<file path="config.mk">
export PLATFORM = sky130hd
export DESIGN_NAME = gpio_edge_ctl
export DESIGN_NICKNAME = d
export VERILOG_FILES = /design/src/rtl/gpio_edge_ctl.sv
export SDC_FILE = /design/constraint.sdc
export NUM_CORES = 1
export LEC_CHECK = 0
export ABC_CLOCK_PERIOD_IN_PS = 5420
export BUFFER_PORTS_ARGS = -buffer_cell sky130_fd_sc_hd__buf_2
export CAP_MARGIN = 10
export CELL_PAD_IN_SITES_DETAIL_PLACEMENT = 0
export CELL_PAD_IN_SITES_GLOBAL_PLACEMENT = 1
export CORE_MARGIN = 2
export CORE_UTILIZATION = 46
export CTS_CLUSTER_DIAMETER = 30
export DETAILED_ROUTE_END_ITERATION = 10
export GPL_TIMING_DRIVEN = 0
export PLACE_DENSITY_LB_ADDON = 0.05
export SETUP_SLACK_MARGIN = 0.05
export SYNTH_ARGS = -nofsm -noshare
export SYNTH_HDL_FRONTEND = slang
export SYNTH_SLANG_ARGS = --single-unit
</file>
<file path="constraint.sdc">
create_clock -name clk -period 5.42 [get_ports clk]
set_input_delay 1.084 -clock clk [delete_from_list [all_inputs] [get_ports clk]]
set_output_delay 1.084 -clock clk [all_outputs]
set_load 0.01 [all_outputs]
</file>
<file path="src/rtl/gpio_edge_ctl.sv">
module gpio_edge_ctl #(
  parameter int NPINS = 13,
  parameter int G0 = 7,
  parameter int AW = 16,
  parameter logic [15:0] OUT_BASE = 16'h4e44,
  parameter logic [15:0] IN_BASE  = 16'h4e51,
  parameter logic [15:0] STS_BASE = 16'h4e0b,
  parameter logic [15:0] MSK_BASE = 16'h4e19
) (
  input  logic                 clk,
  input  logic                 rst_n,
  input  logic [AW-1:0]        addr,
  input  logic [7:0]           wdata,
  input  logic                 we,
  input  logic                 re,
  output logic [7:0]           rdata,
  input  logic [NPINS-1:0]     pad_in,
  output logic [NPINS-1:0]     pad_out,
  output logic [NPINS-1:0]     pad_oe,
  output logic [NPINS-1:0]     pad_pp,
  output logic [NPINS-1:0]     pull_en,
  output logic [2*NPINS-1:0]   pull_sel,
  output logic                 irq
);
  localparam int G1 = NPINS - G0;
  localparam int PW = $clog2(NPINS);
  localparam logic [AW-1:0] NP = AW'(NPINS);

  logic [5:0] octl [NPINS];
  logic [1:0] edg  [NPINS];
  logic [NPINS-1:0] s1, s2, s3, sts, msk, hit, clr;

  logic [AW-1:0] ooff, ioff;
  logic [PW-1:0] opin, ipin;
  logic o_hit, i_hit, sg0, sg1, mg0, mg1;

  assign ooff  = addr - AW'(OUT_BASE);
  assign ioff  = addr - AW'(IN_BASE);
  assign o_hit = ooff < NP;
  assign i_hit = ioff < NP;
  assign opin  = ooff[PW-1:0];
  assign ipin  = ioff[PW-1:0];
  assign sg0   = addr == AW'(STS_BASE);
  assign sg1   = addr == AW'(STS_BASE + 16'd1);
  assign mg0   = addr == AW'(MSK_BASE);
  assign mg1   = addr == AW'(MSK_BASE + 16'd1);

  assign clr = we ? {{G1{sg1}} & wdata[G1-1:0], {G0{sg0}} & wdata[G0-1:0]} : '0;

  for (genvar i = 0; i < NPINS; i++) begin : g_pin
    assign hit[i]          = (edg[i][1] & s2[i] & ~s3[i]) | (edg[i][0] & ~s2[i] & s3[i]);
    assign pad_out[i]      = octl[i][0];
    assign pull_sel[2*i+:2] = octl[i][2:1];
    assign pull_en[i]      = octl[i][3];
    assign pad_pp[i]       = octl[i][4];
    assign pad_oe[i]       = octl[i][5] & (octl[i][4] | ~octl[i][0]);
  end

  always_ff @(posedge clk or negedge rst_n) begin
    if (!rst_n) begin
      s1  <= '0;
      s2  <= '0;
      s3  <= '0;
      sts <= '0;
      msk <= '1;
      for (int i = 0; i < NPINS; i++) begin
        octl[i] <= '0;
        edg[i]  <= '0;
      end
    end else begin
      s1  <= pad_in;
      s2  <= s1;
      s3  <= s2;
      sts <= (sts & ~clr) | hit;
      if (we && mg0) msk[G0-1:0]     <= wdata[G0-1:0];
      if (we && mg1) msk[NPINS-1:G0] <= wdata[G1-1:0];
      for (int i = 0; i < NPINS; i++) begin
        if (we && o_hit && opin == PW'(i)) octl[i] <= wdata[5:0];
        if (we && i_hit && ipin == PW'(i)) edg[i]  <= wdata[2:1];
      end
    end
  end

  always_comb begin
    rdata = '0;
    if (re) begin
      if (o_hit)    rdata = {2'b00, octl[opin]};
      else if (i_hit) rdata = {5'b00000, edg[ipin], s2[ipin]};
      else if (sg0) rdata = 8'(sts[G0-1:0]);
      else if (sg1) rdata = 8'(sts[NPINS-1:G0]);
      else if (mg0) rdata = 8'(msk[G0-1:0]);
      else if (mg1) rdata = 8'(msk[NPINS-1:G0]);
    end
  end

  assign irq = |(sts & ~msk);

  logic unused_bits;
  assign unused_bits = &{1'b0, wdata[7]};
endmodule

</file>
==> metrics.json, run 1 <==
{
  "clock_sinks": 169,
  "timing.hold.worst_path_depth": 0,
  "timing.rr.start": "sts[1]",
  "drt_drc_violations_left": 0,
  "mostFrequentLayoutCells": "dfrtp_1, buf_2, mux2_2",
  "dr.pass1.iters": 5,
  "ys_warn_count": 0,
  "layout.filler_cells": 1721,
  "syn-num-nets": 833,
  "finalHoldViolCount": 0,
  "worst_setup_path_end_kind": "output port",
  "initial_antenna_violation_count": 0,
  "finalWeightedCongestion": 0.912,
  "numCtsBuffers": 17,
  "via_count": 6818,
  "timing.reg2reg.setup_slack_ns": 4.54,
  "detailedRoute.firstIterationViolations": 598,
  "max_slew.worst_pin.slew_ns": 0.832,
  "layoutNonFillerInstCount": 1203,
  "multiInputGateArea_um2": 4050,
  "tritoncts_clock_tree": "built",
  "design_power_total_mw": 2.73,
  "netlist.area_leader.share": 0.430,
  "critical_path_arrival_ns": 4.07,
  "final_design_area_no_fill_um2": 10700,
  "period_share": 0.951,
  "grt_remaining_overflow": 0,
  "detailedPlace.worstSlack_ns": -0.512,
  "crit-reg2reg-capture": "sts[1]",
  "setup_violations_final": 0,
  "largest_net_degree_at_the_start_of_global_routing": 123,
  "synth_top_cell_by_area": "dfrtp_1",
  "relSlewSlack": 0.445,
  "worstSetupPathType": "in2out",
  "final_common_cell": "dfrtp_1",
  "worst-endpoint-required_ns": 4.34,
  "synth.area.top_cells": "dfrtp_1, mux2_2, mux4_2",
  "die_area_um2": 20900,
  "number_of_different_library_cells_in_the_post_synthesis_netlist": 64,
  "regArea_um2": 4250,
  "finalCriticalPeriod_ns": 5.15,
  "top_ff_cell_synth": "dfrtp_1",
  "synthesis.area_per_instance_um2": 11.6,
  "synth_enable_flop_cells": 0,
  "cts_hold_buffers": 0,
  "rsz_0062_raised_after_global_routing": "true",
  "finalWirelength_um": 25200,
  "cts-root-buf": "clkbuf_16",
  "core_um2": 19400,
  "synth_seq_cells": 169,
  "slew_violations": 0,
  "routed_wire_length_per_instance_um": 20.9,
  "postRouteAntennaNets": 0,
  "worst_clock_skew_ns": 0.00720,
  "row_count": 51,
  "r2r_cells": 2,
  "layout-drive-gt1-share": 0.418,
  "floorplan.initialDensity": 0.468,
  "port_buffer_cells": 124,
  "post_synth_inst_count": 781,
  "synth-seq-area-share": 0.467,
  "route.detailed.vias_per_inst": 5.67,
  "floorplan.die.height_um": 145,
  "htreeDepth": 4,
  "post_synth_arst_share": 1.00,
  "cts_post_setup_buffers_inserted": 0,
  "vdd_drop_max_mv": 0.237,
  "maxClockFrequency_ghz": 0.194,
  "dp.cells": 1171,
  "p_leak_nw": 5.07,
  "first_global_vias": 6761,
  "critical_path.startpoint_type": "input port",
  "clk_transition_reported_paths_ns": 0.07,
  "layout-area-overhead-vs-synth_pct": 18.2,
  "path_max_fanout": 10,
  "post_synth_instance_area_um2": 9080,
  "hold-path-endpoint": "s2[6]",
  "detailedPlacementHpwl_um": 18900,
  "die_x_um": 145,
  "grt_first_pass_wirelength_um": 38900,
  "clock_path_buffers": 2,
  "pwrdens_nw_per_um2": 255,
  "post_dp_cell_area_um2": 10100,
  "grtUsageTotal": 0.251,
  "hold_start": "s1[6]",
  "num_antenna_cells": 0,
  "fin_ws_ns": 0.268,
  "hold_path_class": "reg2reg",
  "drv_cap": 0,
  "nets": 977,
  "io-pin-count": 128,
  "insertion_delay_of_the_later_clocked_pin_in_the_worst_skew_pair_ns": 0.43,
  "outcome": "completed"
}
-- power by group --
group / total (mW) / internal [mW] / switching (mW) / leakage [nW]
Combinational: 0.217 / 0.0689 / 0.148 / 2.69
Clock: 1.23 / 0.680 / 0.552 / 0.295
Sequential: 1.29 / 1.28 / 0.00930 / 2.09
Total: 2.73 / 2.03 / 0.709 / 5.07
-- per-layer routing --
| layer | vias up | part of all wire | track usage |
|---|---|---|---|
| met5 | - | 0 | 0 |
| met4 | 0 | 0.019 | 0.0731 |
| met3 | 35 | 0.053 | 0.0381 |
| met2 | 238 | 0.47 | 0.391 |
| met1 | 3475 | 0.46 | 0.365 |
| li1 | 3070 | - | - |
-- cells by family after synthesis --
group | Yosys count | synth area share
buf+inv | 143 | 0.0891
xor+xnor | 10 | 0.00964
other cells | 1 | 0.000413
compound gates | 132 | 0.105
fa+ha+maj | 11 | 0.0151
flops | 169 | 0.467
simple gates | 177 | 0.107
mux | 138 | 0.206
-- sequential cells by signal, summed over array words and instances, names as in the netlist --
| signal | flops |
|---|---|
| edg | 26 |
| msk | 13 |
| octl | 13 |
| pad_out | 13 |
| pad_pp | 13 |
| pull_en | 13 |
| pull_sel | 26 |
| s1 | 13 |
| s2 | 13 |
| s3 | 13 |
| sts | 13 |
-- cells in the mapped netlist, types with 4 or more instances --
| cell | instances |
|---|---|
| a21boi_0 | 15 |
| a21oi_1 | 11 |
| a221oi_1 | 8 |
| and2_1 | 6 |
| and3_1 | 7 |
| buf_2 | 8 |
| buf_4 | 66 |
| clkbuf_1 | 26 |
| dfrtp_1 | 156 |
| dfstp_2 | 13 |
| ha_1 | 11 |
| inv_1 | 39 |
| mux2_2 | 91 |
| mux2i_1 | 17 |
| mux4_2 | 30 |
| nand2_1 | 54 |
| nand3_1 | 27 |
| nand3b_1 | 14 |
| nand4_1 | 6 |
| nor2_1 | 14 |
| nor2_2 | 5 |
| nor3_1 | 14 |
| nor4_1 | 4 |
| o211ai_1 | 16 |
| o21ai_0 | 35 |
| o22ai_1 | 11 |
| xnor2_1 | 7 |
-- critical path: stages --
cell,delay (ns)
buf_2,0.14
buf_6,0.19
buf_8,0.19
buf_8,0.19
inv_1,0.10
ha_1,0.39
clkbuf_2,0.30
mux4_2,0.37
mux4_2,0.53
nand3_1,0.11
o221ai_1,0.12
o211a_1,0.18
buf_2,0.15
-- what timing repair did --
item	CTS	global route
endpoints found under the hold margin	0	0
resized for setup	8	12
pin swaps	0	2
setup endpoints to repair	4	4
-- area by class of cell --
type	instances	share of cell area
flip-flops and latches	169	0.395
multi-input cells	469	0.378
plain buffers	104	0.0647
repair buffers	125	0.0613
clock buffers	19	0.0422
well taps	265	0.0309
clock inverters	13	0.0141
inverters	39	0.0140
-- worst max path at each step --
stage,startpoint,to,slack [ns],cells past startpoint
after CTS,addr[1],rdata[2],0.08,14
after floorplan,addr[0],rdata[0],0.60,13
final,addr[0],rdata[0],0.27,13
after detailed placement,addr[1],rdata[0],-0.51,12
after global placement,addr[1],rdata[0],-0.49,12
after global routing,addr[0],rdata[1],0.02,15
-- metrics by stage --
step	setup TNS (ns)	util	hold slack [ns]
final	0	0.554	0.350
after global routing	0	0.554	0.359
after CTS	0	0.552	0.352
after detailed placement	-1.56	0.519	0.335
after global placement	-1.42	0.517	0.334
after floorplan	0	-	0.331
Note: power is estimated with default switching activity, not from simulation.
==> run 2, diff against run 1 <==
--- a/config.mk
+++ b/config.mk
@@ -15,7 +15,7 @@
 export CTS_CLUSTER_DIAMETER = 30
 export DETAILED_ROUTE_END_ITERATION = 10
 export GPL_TIMING_DRIVEN = 0
-export PLACE_DENSITY_LB_ADDON = 0.05
+export PLACE_DENSITY = 0.84
 export SETUP_SLACK_MARGIN = 0.05
 export SYNTH_ARGS = -nofsm -noshare
 export SYNTH_HDL_FRONTEND = slang
==> run 2 against run 1 <==
Fmax shrank 2.3%. Hold slack worse by 0.0050 ns. Via count is 0.19% lower. Setup slack lost 0.12 ns. Core utilization about the same. Sequential power barely moved. Clock power about the same. Flip-flop and latch count did not move. Routed wire length is 2.3% lower.
==> metrics.json, run 2 (same netlist as run 1, synthesis figures left out) <==
{
  "die_area": {"value": 20900, "unit": "um2", "change": "unchanged"},
  "clock_sinks": {"value": 169, "change": "unchanged"},
  "io-pin-count": {"value": 128, "change": "unchanged"},
  "cell_internal_power": {"value": 2.04, "unit": "mW", "change": "+0.68%"},
  "insertion_delay_of_the_later_clocked_pin_in_the_worst_skew_pair": {"value": 0.42, "unit": "ns", "change": "about the same"},
  "drv_cap": {"value": 0, "change": "unchanged"},
  "crit_path_end": "rdata[0]",
  "crit-reg2reg-capture": "sts[1]",
  "tritoncts_clock_tree": "built",
  "detailedPlace.worstSlack": {"value": -0.466, "unit": "ns", "change": "+0.0457 ns"},
  "clk_transition_reported_paths": {"value": 0.07, "unit": "ns", "change": "about the same"},
  "routed-wl-met3": {"value": 1750, "unit": "um", "change": "+30%"},
  "timing.rr.start": "sts[1]",
  "finalCriticalPeriod": {"value": 5.27, "unit": "ns", "change": "+0.120 ns"},
  "postLayoutCoreUtil": {"value": 0.553, "change": "about the same"},
  "worst_setup_path_end_kind": "output port",
  "grt_remaining_overflow": {"value": 0, "change": "unchanged"},
  "pwrdens": {"value": 255, "unit": "nW/um2", "change": "+0.15%"},
  "slew_violations": {"value": 0, "change": "unchanged"},
  "htreeDepth": {"value": 4, "change": "unchanged"},
  "numCtsBuffers": {"value": 17, "change": "unchanged"},
  "max_slew.worst_pin.slew": {"value": 0.884, "unit": "ns", "change": "+0.0515 ns"},
  "met1_length": {"value": 10800, "unit": "um", "change": "-6.5%"},
  "worst_clock_skew": {"value": 0.00512, "unit": "ns", "change": "-0.00208 ns"},
  "row_count": {"value": 51, "change": "unchanged"},
  "cp-startpoint": "addr[1]",
  "die_x": {"value": 145, "unit": "um", "change": "unchanged"},
  "clock_path_buffers": {"value": 2, "change": "unchanged"},
  "timing.hold.worst_path_depth": {"value": 0, "change": "unchanged"},
  "r2r_cells": {"value": 2, "change": "unchanged"},
  "layout-area-overhead-vs-synth": {"value": 18.1, "unit": "%", "change": "about the same"},
  "final_common_cell": "dfrtp_1",
  "worstSetupPathType": "in2out",
  "critical_path.startpoint_type": "input port",
  "hold_path_class": "reg2reg",
  "grt_first_pass_wirelength": {"value": 38300, "unit": "um", "change": "-1.4%"},
  "num_antenna_cells": {"value": 0, "change": "unchanged"},
  "floorplan.die.height": {"value": 145, "unit": "um", "change": "unchanged"},
  "rsz_0062_raised_after_global_routing": "true",
  "mostFrequentLayoutCells": "dfrtp_1, buf_2, mux2_2",
  "fin_ws": {"value": 0.148, "unit": "ns", "change": "-0.120 ns"},
  "drt_drc_violations_left": {"value": 0, "change": "unchanged"},
  "finalHoldViolCount": {"value": 0, "change": "unchanged"},
  "initial_antenna_violation_count": {"value": 0, "change": "unchanged"},
  "worst-endpoint-required": {"value": 4.34, "unit": "ns", "change": "about the same"},
  "postRouteAntennaNets": {"value": 0, "change": "unchanged"},
  "first_global_vias": {"value": 6638, "change": "-1.8%"},
  "nets": {"value": 980, "change": "+0.31%"},
  "share_seq_of_total_power": {"value": 0.470, "change": "about the same"},
  "grtUsageTotal": {"value": 0.247, "change": "-0.00348"},
  "finalWeightedCongestion": {"value": 0.892, "change": "-2.2%"},
  "outcome": "completed",
  "floorplan.initialDensity": {"value": 0.468, "change": "unchanged"},
  "largest_net_degree_at_the_start_of_global_routing": {"value": 101, "change": "-18%"},
  "p_leak": {"value": 5.08, "unit": "nW", "change": "+0.12%"},
  "routed-wl-met2": {"value": 11500, "unit": "um", "change": "-2.3%"},
  "port_buffer_cells": {"value": 124, "change": "unchanged"},
  "path_max_fanout": {"value": 10, "change": "unchanged"},
  "final_design_area_no_fill": {"value": 10700, "unit": "um2", "change": "about the same"},
  "vdd_drop_max": {"value": 0.213, "unit": "mV", "change": "-10%"},
  "detailedRoute.firstIterationViolations": {"value": 535, "change": "-11%"},
  "maxClockFrequency": {"value": 0.190, "unit": "GHz", "change": "-2.3%"},
  "cts_hold_buffers": {"value": 0, "change": "unchanged"},
  "timing.reg2reg.setup_slack": {"value": 4.55, "unit": "ns", "change": "about the same"},
  "design_power_total": {"value": 2.74, "unit": "mW", "change": "about the same"},
  "layout.filler_cells": {"value": 1717, "change": "-0.23%"},
  "combPwrFrac": {"value": 0.079, "change": "about the same"},
  "critical_path_arrival": {"value": 4.19, "unit": "ns", "change": "+0.12 ns"},
  "top_layer_used": "met4",
  "power_frac_clock": {"value": 0.452, "change": "about the same"},
  "finalWirelength": {"value": 24600, "unit": "um", "change": "-2.3%"},
  "core": {"value": 19400, "unit": "um2", "change": "unchanged"},
  "via_count": {"value": 6805, "change": "-0.19%"},
  "routed_wire_length_per_instance": {"value": 20.4, "unit": "um", "change": "-2.5%"},
  "period_share": {"value": 0.973, "change": "+0.0222"},
  "setup_violations_final": {"value": 0, "change": "unchanged"},
  "power_switching_share": {"value": 0.255, "change": "-0.00434"},
  "post_dp_cell_area": {"value": 10100, "unit": "um2", "change": "unchanged"},
  "dr.pass1.iters": {"value": 5, "change": "unchanged"},
  "netSwitchingPower": {"value": 0.698, "unit": "mW", "change": "-1.6%"},
  "cts-root-buf": "clkbuf_16",
  "relSlewSlack": {"value": 0.411, "change": "-0.0343"},
  "detailedPlacementHpwl": {"value": 18200, "unit": "um", "change": "-3.7%"},
  "route.detailed.vias_per_inst": {"value": 5.64, "change": "-0.44%"},
  "layout-drive-gt1-share": {"value": 0.417, "change": "-0.00133"}
}
==> run 2: cell types whose count changed in the layout (fill, tap and decap cells not counted), sizes merged <==
cell      change
buf           +2
clkinvlp      +1
clkinv        -1
bufinv        +1
==> run 2: worst min path at each step <==
| stage | to | slack, ns | start |
|---|---|---|---|
| global placement | s2[10] | 0.33 | s1[10] |
| finish | s2[6] | 0.34 | s1[6] |
| detailed placement | s2[0] | 0.33 | s1[0] |
| CTS | s2[6] | 0.35 | s1[6] |
| floorplan | s2[0] | 0.33 | s1[0] |
| global route | s2[6] | 0.35 | s1[6] |
==> run 2: critical path, cell delays in order <==
cell        delay, ns
buf_2            0.13
clkbuf_4         0.27
buf_4            0.26
clkinvlp_4       0.17
buf_4            0.15
ha_1             0.37
clkbuf_2         0.30
mux4_2           0.37
mux4_2           0.52
nand3_1          0.10
o221ai_1         0.12
o211a_1          0.18
buf_2            0.15
==> run 2: final cells by class <==
cell class | count | area (um2) | share of cell area
buffer | 104 | 691 | 0.0644
clock buffer | 18 | 429 | 0.0400
clock inverter | 14 | 163 | 0.0152
inverter | 39 | 150 | 0.0140
multi-input combinational | 469 | 4040 | 0.377
sequential | 169 | 4250 | 0.396
tap | 265 | 332 | 0.0309
timing repair buffer | 128 | 681 | 0.0634
==> run 2: per-layer routing <==
metal | vias to the layer above | track usage
li1 | 3093 | -
met1 | 3422 | 0.354
met2 | 256 | 0.385
met3 | 34 | 0.0490
met4 | 0 | 0.0700
met5 | - | 0
==> run 2: power by group through the flow <==
stage                     sequential [mW]  clock (mW)  combinational [mW]
after CTS                            1.29        1.24               0.212
final                                1.29        1.24               0.215
after global placement               1.31           0               0.204
after detailed placement             1.31           0               0.209
after global routing                 1.29        1.30               0.236
after floorplan                      1.31           0               0.113
==> run 2: what timing repair did <==
| action | CTS | global route |
|---|---|---|
| pin swaps | 0 | 2 |
| resized for setup | 8 | 6 |
| endpoints found under the setup margin | 4 | 6 |
| buffers inserted | 0 | 3 |
==> run 2: metrics by stage <==
stage	std cells	setup TNS, ns	hold slack [ns]
floorplan	781	0	0.331
global placement	1170	-1.27	0.334
detailed placement	1171	-1.38	0.335
CTS	1203	0	0.347
global route	1206	0	0.346
finish	1206	0	0.345
